## config.mk

```make
export PLATFORM = sky130hd
export DESIGN_NAME = perc_mc_estimator
export DESIGN_NICKNAME = d
export VERILOG_FILES = /design/src/rtl/perc_pkg.sv /design/src/rtl/perc_site_sampler.sv /design/src/rtl/perc_flood_fill.sv /design/src/rtl/perc_trial_ctrl.sv /design/src/rtl/perc_mc_estimator.sv
export SDC_FILE = /design/constraint.sdc
export NUM_CORES = 1
export LEC_CHECK = 0
export BUFFER_PORTS_ARGS = -buffer_cell sky130_fd_sc_hd__buf_2
export CORE_ASPECT_RATIO = 2
export CORE_UTILIZATION = 60
export DETAILED_ROUTE_END_ITERATION = 10
export PLACE_DENSITY = 0.83
export SETUP_SLACK_MARGIN = 0.1
export SLEW_MARGIN = 0
export SYNTH_ARGS = -nofsm -noshare
export SYNTH_HDL_FRONTEND = slang
export SYNTH_HIERARCHICAL = 1
export SYNTH_SLANG_ARGS = --single-unit
```

## constraint.sdc

```tcl
create_clock -name clk -period 9.4 [get_ports clk]
set_input_delay 0.47 -clock clk [delete_from_list [all_inputs] [get_ports clk]]
set_output_delay 0.47 -clock clk [all_outputs]
set_load 0.1 [all_outputs]
```

## src/rtl/perc_pkg.sv

```systemverilog
// Shared constants, types and the LFSR step for the lattice estimator.
package perc_pkg;
    localparam int          SAMPLE_W      = 8;
    localparam int          LFSR_W        = 32;
    localparam logic [31:0] LFSR_TAPS     = 32'h80200003;
    localparam logic [31:0] LFSR_FALLBACK = 32'h00000001;

    typedef enum logic [1:0] {
        VERDICT_ZERO = 2'b00,
        VERDICT_ONE  = 2'b01,
        VERDICT_OPEN = 2'b10
    } verdict_e;

    typedef enum logic [1:0] {
        PH_IDLE,
        PH_SAMPLE,
        PH_FILL,
        PH_FIN
    } phase_e;

    // One right-shift Galois step of the maximal-length generator.
    function automatic logic [31:0] lfsr_next(input logic [31:0] s);
        return {1'b0, s[31:1]} ^ (s[0] ? LFSR_TAPS : 32'h0);
    endfunction
endpackage

```

## src/rtl/perc_site_sampler.sv

```systemverilog
// Draws one lattice row of closed/open sites per cycle.
// Assumes: load and advance are never high together; the state is
// advanced SW steps per site, COLS sites per row, unrolled combinationally.
module perc_site_sampler #(
    parameter int COLS = 6,
    parameter int SW   = perc_pkg::SAMPLE_W
) (
    input  logic            clk,
    input  logic            rst_n,
    input  logic            load,
    input  logic [31:0]     seed,
    input  logic [SW-1:0]   p1,
    input  logic            advance,
    output logic [COLS-1:0] row_closed
);
    localparam int STEPS = COLS * SW;

    logic [31:0]   state_q;
    logic [SW-1:0] p1_q;
    logic [31:0]   chain [STEPS+1];

    assign chain[0] = state_q;

    // Unrolled generator steps covering one full row.
    for (genvar k = 0; k < STEPS; k++) begin : g_step
        assign chain[k+1] = perc_pkg::lfsr_next(chain[k]);
    end

    // Per-site closure decision: sample strictly below p1.
    for (genvar c = 0; c < COLS; c++) begin : g_site
        assign row_closed[c] = (chain[(c+1)*SW][SW-1:0] < p1_q);
    end

    // Generator state and latched probability.
    always_ff @(posedge clk) begin
        if (!rst_n) begin
            state_q <= perc_pkg::LFSR_FALLBACK;
            p1_q    <= '0;
        end else if (load) begin
            state_q <= (seed == 32'h0) ? perc_pkg::LFSR_FALLBACK : seed;
            p1_q    <= p1;
        end else if (advance) begin
            state_q <= chain[STEPS];
        end
    end
endmodule

```

## src/rtl/perc_flood_fill.sv

```systemverilog
// Holds the sampled lattice and grows the set of sites reachable from the
// top row, one neighbour hop per cycle, until the set stops changing.
// Assumes: fill_clr is held during sampling so the fill starts empty.
module perc_flood_fill #(
    parameter int ROWS = 6,
    parameter int COLS = 6,
    localparam int RW  = (ROWS > 1) ? $clog2(ROWS) : 1
) (
    input  logic            clk,
    input  logic            rst_n,
    input  logic            row_we,
    input  logic [RW-1:0]   row_idx,
    input  logic [COLS-1:0] row_bits,
    input  logic            fill_clr,
    input  logic            fill_en,
    output logic            stable,
    output logic            hit
);
    logic [ROWS-1:0][COLS-1:0] closed_q;
    logic [ROWS-1:0][COLS-1:0] reach_q;
    logic [ROWS-1:0][COLS-1:0] reach_d;

    // Next reached set: closed and touching the top plate or a reached neighbour.
    for (genvar r = 0; r < ROWS; r++) begin : g_row
        for (genvar c = 0; c < COLS; c++) begin : g_col
            logic from_up, from_dn, from_lt, from_rt;
            if (r == 0) begin : g_top
                assign from_up = 1'b1;
            end else begin : g_up
                assign from_up = reach_q[r-1][c];
            end
            if (r == ROWS - 1) begin : g_bot
                assign from_dn = 1'b0;
            end else begin : g_dn
                assign from_dn = reach_q[r+1][c];
            end
            if (c == 0) begin : g_lft
                assign from_lt = 1'b0;
            end else begin : g_lt
                assign from_lt = reach_q[r][c-1];
            end
            if (c == COLS - 1) begin : g_rgt
                assign from_rt = 1'b0;
            end else begin : g_rt
                assign from_rt = reach_q[r][c+1];
            end
            assign reach_d[r][c] = closed_q[r][c] & (from_up | from_dn | from_lt | from_rt);
        end
    end

    assign stable = (reach_d == reach_q);
    assign hit    = |reach_q[ROWS-1];

    // Lattice storage: one row written per sampling cycle.
    always_ff @(posedge clk) begin
        if (!rst_n)      closed_q <= '0;
        else if (row_we) closed_q[row_idx] <= row_bits;
    end

    // Reached set: cleared while sampling, relaxed while filling.
    always_ff @(posedge clk) begin
        if (!rst_n || fill_clr) reach_q <= '0;
        else if (fill_en)       reach_q <= reach_d;
    end
endmodule

```

## src/rtl/perc_trial_ctrl.sv

```systemverilog
// Sequences trials (sample rows, then fill), counts hits and grades the
// hit ratio against the two thresholds.
// Assumes: fill_stable/fill_hit come from a fill cleared during sampling.
module perc_trial_ctrl #(
    parameter int ROWS   = 6,
    parameter int CNT_W  = 16,
    parameter int FRAC_W = perc_pkg::SAMPLE_W,
    localparam int RW    = (ROWS > 1) ? $clog2(ROWS) : 1
) (
    input  logic              clk,
    input  logic              rst_n,
    input  logic              start,
    input  logic [CNT_W-1:0]  trial_count,
    input  logic [FRAC_W-1:0] one_thr,
    input  logic [FRAC_W-1:0] zero_thr,
    input  logic              fill_stable,
    input  logic              fill_hit,
    output logic              load,
    output logic              row_we,
    output logic [RW-1:0]     row_idx,
    output logic              fill_clr,
    output logic              fill_en,
    output logic              busy,
    output logic              done,
    output logic [CNT_W-1:0]  hits,
    output perc_pkg::verdict_e verdict
);
    import perc_pkg::*;

    localparam int PW = CNT_W + FRAC_W;

    phase_e            phase_q;
    logic [RW-1:0]     row_q;
    logic [CNT_W-1:0]  trials_q;
    logic [CNT_W-1:0]  ran_q;
    logic [CNT_W-1:0]  hits_q;
    logic [FRAC_W-1:0] one_q;
    logic [FRAC_W-1:0] zero_q;
    logic [PW-1:0]     scaled_hits;
    logic [PW-1:0]     one_lim;
    logic [PW-1:0]     zero_lim;

    assign busy     = (phase_q == PH_SAMPLE) || (phase_q == PH_FILL);
    assign done     = (phase_q == PH_FIN);
    assign load     = start && !busy;
    assign row_we   = (phase_q == PH_SAMPLE);
    assign row_idx  = row_q;
    assign fill_clr = (phase_q == PH_SAMPLE);
    assign fill_en  = (phase_q == PH_FILL);
    assign hits     = hits_q;

    // Threshold comparison in the count domain avoids any division.
    assign scaled_hits = {hits_q, {FRAC_W{1'b0}}};
    assign one_lim     = PW'(trials_q) * PW'(one_q);
    assign zero_lim    = PW'(trials_q) * PW'(zero_q);

    // Verdict: one has priority, ties are undecided, undecided until done.
    always_comb begin
        if (!done)                        verdict = VERDICT_OPEN;
        else if (scaled_hits > one_lim)   verdict = VERDICT_ONE;
        else if (scaled_hits < zero_lim)  verdict = VERDICT_ZERO;
        else                              verdict = VERDICT_OPEN;
    end

    // Run sequencer, trial counter and saturating hit counter.
    always_ff @(posedge clk) begin
        if (!rst_n) begin
            phase_q  <= PH_IDLE;
            row_q    <= '0;
            trials_q <= '0;
            ran_q    <= '0;
            hits_q   <= '0;
            one_q    <= '0;
            zero_q   <= '0;
        end else begin
            case (phase_q)
                PH_IDLE, PH_FIN: begin
                    if (load) begin
                        trials_q <= trial_count;
                        one_q    <= one_thr;
                        zero_q   <= zero_thr;
                        hits_q   <= '0;
                        ran_q    <= '0;
                        row_q    <= '0;
                        phase_q  <= (trial_count == '0) ? PH_FIN : PH_SAMPLE;
                    end
                end
                PH_SAMPLE: begin
                    if (row_q == RW'(ROWS - 1)) begin
                        row_q   <= '0;
                        phase_q <= PH_FILL;
                    end else begin
                        row_q <= row_q + 1'b1;
                    end
                end
                PH_FILL: begin
                    if (fill_stable) begin
                        if (fill_hit && (hits_q != trials_q)) hits_q <= hits_q + 1'b1;
                        ran_q   <= ran_q + 1'b1;
                        phase_q <= (ran_q + 1'b1 == trials_q) ? PH_FIN : PH_SAMPLE;
                    end
                end
                default: phase_q <= PH_IDLE;
            endcase
        end
    end
endmodule

```

## src/rtl/perc_mc_estimator.sv

```systemverilog
// Top: Monte Carlo estimator of top-to-bottom lattice conduction probability.
// Assumes: inputs are sampled only on the cycle start is accepted.
module perc_mc_estimator #(
    parameter int ROWS  = 6,
    parameter int COLS  = 6,
    parameter int CNT_W = 16,
    localparam int FW   = perc_pkg::SAMPLE_W,
    localparam int RW   = (ROWS > 1) ? $clog2(ROWS) : 1
) (
    input  logic             clk,
    input  logic             rst_n,
    input  logic             start,
    input  logic [FW-1:0]    p1_frac,
    input  logic [31:0]      seed,
    input  logic [CNT_W-1:0] trial_count,
    input  logic [FW-1:0]    one_thr,
    input  logic [FW-1:0]    zero_thr,
    output logic             busy,
    output logic             done,
    output logic [CNT_W-1:0] hits,
    output logic [1:0]       verdict
);
    logic            load, row_we, fill_clr, fill_en, fill_stable, fill_hit;
    logic [RW-1:0]   row_idx;
    logic [COLS-1:0] row_closed;
    perc_pkg::verdict_e verdict_w;

    assign verdict = verdict_w;

    perc_site_sampler #(.COLS(COLS), .SW(FW)) u_samp (
        .clk(clk), .rst_n(rst_n), .load(load), .seed(seed), .p1(p1_frac),
        .advance(row_we), .row_closed(row_closed)
    );

    perc_flood_fill #(.ROWS(ROWS), .COLS(COLS)) u_fill (
        .clk(clk), .rst_n(rst_n), .row_we(row_we), .row_idx(row_idx),
        .row_bits(row_closed), .fill_clr(fill_clr), .fill_en(fill_en),
        .stable(fill_stable), .hit(fill_hit)
    );

    perc_trial_ctrl #(.ROWS(ROWS), .CNT_W(CNT_W), .FRAC_W(FW)) u_ctrl (
        .clk(clk), .rst_n(rst_n), .start(start), .trial_count(trial_count),
        .one_thr(one_thr), .zero_thr(zero_thr), .fill_stable(fill_stable),
        .fill_hit(fill_hit), .load(load), .row_we(row_we), .row_idx(row_idx),
        .fill_clr(fill_clr), .fill_en(fill_en), .busy(busy), .done(done),
        .hits(hits), .verdict(verdict_w)
    );
endmodule

```

[Word-level counts from Yosys, hierarchy flattened]
Cells that the tools add are included.
Storage, ports and cells
  flip-flop bits (word level): 181
  input port bits: 75
  word-level logic and storage cells: 291
Operators by class
  add/subtract/negate cells: 3
  $mul: 2
  magnitude comparators: 10
  equality and inequality tests: 11
  multiplexer cells: 72
  bitwise operators: 152
  reduce and logical (&&, ||, !) cells: 20
Operator list (count)
  $mux W32: 51
  $xor A31 B32 Y32: 48
  $or A1 B1 Y1: 74
  $mux W16: 4
  $pmux W16 S2: 2
  $lt A8 B8 Y1: 6
  $mul A16 B8 Y24: 2
  $bwmux W36: 1
  $eq A36 B36 Y1: 1
  $add A16 B1 Y16 const B: 2
  $logic_not A32 Y1: 1
  $and A1 B1 Y1: 30
  $gt A24 B24 Y1: 1
  $lt A24 B24 Y1: 1
  $demux W6 S3: 1
  $eq A16 B16 Y1: 1
  $logic_not A16 Y1: 1
  $mux W2: 8
  $ne A16 B16 Y1: 1
  $mux W3: 2
  $mux W6: 1
  $ne A2 B1 Y1 const B: 3
  $pmux W2 S3: 1
  $pmux W3 S2: 1
  other kinds (17): 26

[Longest topological paths before layout]
  depth in word-level cells: 98
  mapped depth: 27

[Modules after synthesis]
Netlist, hierarchy kept.
Modules (own cells, without submodules)
  perc_trial_ctrl: times used 1, cells an instance 1525, area an instance 12660.9 µm², seq. area each 1381.3 µm²
  perc_site_sampler: times used 1, cells an instance 514, area an instance 4782.1 µm², seq. area each 800.8 µm²
  perc_flood_fill: times used 1, cells an instance 361, area an instance 3577.2 µm², seq. area each 1441.4 µm²

[Least setup slack after synthesis]
OpenSTA, ideal clock, no wires.
  kind: register -> output
  from: register u_ctrl.trials_q[3]
  to: output verdict[1]
  data arrival time: 8.534 ns
  required time: 8.930 ns
  path slack: 0.396 ns
  cell stages (with the launch flop): 27
  buffers on the path: 2
  cell sequence: dfxtp_1 > clkbuf_1 > clkbuf_1 > nand2_1 > fa_1 > fa_1 > inv_1 > fa_1 > inv_1 > fa_1 > inv_1 > ha_1 > o21a_1 > o31a_1 > nor2_1 > o31ai_1 > nand3_1 > nand2_1 > xnor2_1 > ha_1 > a21o_1 > a21o_1 > a211o_1 > o211ai_1 > a21oi_1 > o311a_1 > a311oi_1
Between the ends
  cells in the longest elaborated chain, start to end: 5
Ends and longest elaborated chain
  start: declaration: RTL line perc_trial_ctrl.sv:34  | logic [CNT_W-1:0] trials_q;
  start signal: assignment: RTL line perc_trial_ctrl.sv:79  | trials_q <= trial_count;
  $mul A16 B8 Y24: RTL line perc_trial_ctrl.sv:55  | assign zero_lim = PW'(trials_q) * PW'(zero_q);
  $lt A24 B24 Y1: RTL line perc_trial_ctrl.sv:61  | else if (scaled_hits < zero_lim) verdict = VERDICT_ZERO;
  $mux W2: RTL line perc_trial_ctrl.sv:61
  $mux W2 *: RTL line perc_trial_ctrl.sv:60  | else if (scaled_hits > one_lim) verdict = VERDICT_ONE;
  $mux W2 *: RTL line perc_trial_ctrl.sv:59  | if (!done) verdict = VERDICT_OPEN;
  end: declaration: RTL line perc_mc_estimator.sv:21  | output logic [1:0] verdict
Every way passes the cells marked *; elsewhere a longest branch is shown, timed or not.

[Worst setup path after layout]
  from: register u_ctrl.trials_q[5]
  to: output verdict[1]
Same word-level chain as after synthesis.

==> run metrics <==
Core ar.=34400 sq um; first-pass GRT wire length=95.9 mm; post-route clock skew=0.0193 ns; post-synthesis sequential area ratio=17.2%; fin crit share=87.4%; initial antenna violation count=1; Synth Register Bits=181; worst hold path type=in2reg; area grow syn2layout=6.13%; max-cap violation count=0; die area=35800 sq um; final number of max-transition violations=0; Via density=6.13; crit path from=u_ctrl/trials_q[5]; min Tclk post-route=8.21 ns; WP data required=8.93 ns; postcts setup bufs=0; Vias=17526; router iterations before antenna repair=5; Detailed Route Iter0 Violations=1051; total global-route track usage=35.1%; R2R cell count=16; layout net count=2813; Worst setup SP type=register; clock buffer depth=2; CTS H-Tree Depth=4; HPWL Detailed=47.8 mm; CP Class=reg2out; syn nets=2811; RSZ-0062 raised after global routing=false; actual slew at the worst max-slew pin=1.06 ns; die width=134 um; DRC viols=0; commonest non-fill, non-tap cells in the layout=inv_1 (244), nand2_1 (198), xnor2_1 (186), dfxtp_1 (181), and2_1 (180); Fin. Hold Viols=0; Avg Inst Size Synth=8.76 sq um; clk_lat worst skew=0.47 ns; endpoints failing setup=0; I/O pin cnt=95; worst reg2reg path startpoint=u_samp/state_q[12]; YS warnings=6; ys async rst share=0%; Initial Util=61.2%; wire per inst=21.2 um; Critical Path End=verdict[1]; post-CTS sizing=0; vias in the first global route=18504; die height=267 um; layout cells sized above 1=8.03%; Fmax achieved=122 MHz; Distinct cells, synth=84; Max transition margin=29.0%; CTS tree=yes; critical path arrival=7.74 ns; grt total ovfl=0; clock sinks=181; EDFF count, synth=0; total negative slack=0 ns; drt total wl=60.7 mm; CTS Buf Count=17; CTS root buf=clkbuf_16; most common cell after layout, fill and taps aside=inv_1; Post-CTS Hold Fix Bufs=0; PortBufs=94; Hold Path Depth=3; filler instances=2859; synthesized area=21000 sq um; post-route ant nets=0; outcome=finished clean; largest net degree at the start of global routing=75; FF-to-FF setup slack=3.36 ns; Rows=96; Main synth FF type=dfxtp_1; Worst-path clk slew=0.08 ns; Post-Syn Instances=2400; R2R Path End=u_fill/closed_q[29]; crit-path max FO=19; crit end category=output port; Final Wtd Congestion=1.01
[flip-flops by register name, indices dropped and copies added, names as in the netlist]
name,flops
u_ctrl/hits,16
u_ctrl/one_q,8
u_ctrl/phase_q,2
u_ctrl/ran_q,16
u_ctrl/row_idx,3
u_ctrl/trials_q,16
u_ctrl/zero_q,8
u_fill/closed_q,36
u_fill/g_row.g_col.from_dn,30
u_fill/g_row.g_col.from_lt,1
u_fill/g_row.g_col.from_rt,5
u_samp/p1_q,8
u_samp/state_q,32
[how the worst min path moves through the flow]
stage,from,endpoint,slack (ns)
after floorplan,u_fill/closed_q[30],u_fill/g_row[4].g_col[0].from_dn,0.47
after global placement,u_fill/closed_q[29],u_fill/g_row[3].g_col[5].from_dn,0.50
after detailed placement,u_fill/closed_q[13],u_fill/closed_q[13],0.51
after CTS,seed[15],u_samp/state_q[15],0.22
after global routing,seed[15],u_samp/state_q[15],0.25
final,seed[15],u_samp/state_q[15],0.23
[worst max-delay path, cell delays in order (launching register included)]
cell and delay [ns]:
dfxtp_1 0.84, nand2_1 0.18, fa_1 0.53, fa_1 0.54
inv_1 0.05, fa_1 0.49, inv_1 0.06, fa_1 0.49
inv_1 0.04, ha_1 0.32, o21a_1 0.14, o31a_1 0.16
nor2_1 0.08, o31ai_1 0.60, nand3_1 0.15, nand2_1 0.12
xnor2_1 0.15, ha_1 0.29, a21o_1 0.18, a21o_1 0.18
a211o_1 0.28, o211ai_1 0.09, a21oi_1 0.09, o311a_1 0.41
a311oi_1 0.32, buf_2 0.50
[Yosys cell counts (6+ instances only)]
cell type / n / share of area, %
ha_1: 168 / 10
o31ai_1: 16 / 0.57
o211ai_1: 10 / 0.36
a21oi_1: 107 / 2.5
nand3_1: 26 / 0.62
buf_2: 14 / 0.33
a21o_1: 35 / 1.2
clkbuf_1: 103 / 1.8
buf_4: 6 / 0.21
nor2_1: 87 / 1.6
o41ai_1: 13 / 0.54
xnor3_1: 19 / 2.0
nand2_1: 198 / 3.5
or3_1: 7 / 0.21
dfxtp_1: 181 / 17
fa_1: 168 / 16
xnor2_1: 186 / 7.7
nor2b_1: 78 / 2.3
nor4_1: 22 / 0.65
o211a_1: 7 / 0.33
and2_1: 180 / 5.4
a31oi_1: 7 / 0.21
nand2b_1: 29 / 0.86
and3_1: 8 / 0.24
o21a_1: 21 / 0.75
mux2i_1: 68 / 3.2
a21boi_0: 44 / 1.6
xor2_1: 68 / 2.8
nor3_1: 22 / 0.52
a211oi_1: 12 / 0.43
nand4_1: 26 / 0.77
o21ai_0: 89 / 2.1
inv_1: 244 / 4.4
o311ai_0: 12 / 0.50
[per-layer routing]
layer,routed length (um),global-route usage (%),share of wire [%]
met4,5870,31.8,9.7
met1,19900,33.2,33
met2,32100,64.5,53
met5,0,0,0
met3,2850,4.69,4.7
[metrics by stage]
stage          instances  util (%)  hold slack (ns)  instance area, sq um  setup WS (ns)
2_1_floorplan       2400         -            0.474                 21000          0.396
3_3_place_gp        2824      63.0            0.495                 21600           1.89
3_5_place_dp        2824      63.0            0.505                 21600           1.75
4_1_cts             2856      64.9            0.218                 22300           1.23
5_1_grt             2857      64.9            0.246                 22300          0.820
6_report            2857      64.9            0.231                 22300           1.19
[cell type report]
cell class / instances / area, sq um / area share (%)
timing repair buffer: 113 / 616 / 2.76
clock inverter: 15 / 231 / 1.04
sequential: 181 / 3620 / 16.2
multi-input combinational: 1841 / 15900 / 71.4
inverter: 248 / 931 / 4.17
clock buffer: 17 / 425 / 1.91
tap: 441 / 552 / 2.47
antenna: 1 / 2.50 / 0.0112
[kinds of logic after synthesis]
logic type	after synthesis	share of synthesized area (%)
xor gates and xnor gates	293	14.7
adders and majority gates	336	26.0
muxes	68	3.24
DFF	181	17.2
buffers and inverters	378	7.01
AOI/OAI and AO/OA	426	13.6
and+or+nand+nor	718	18.2
Power is not shown: default switching activity piles up to over one toggle a cycle in this logic, so the estimate is an artifact.
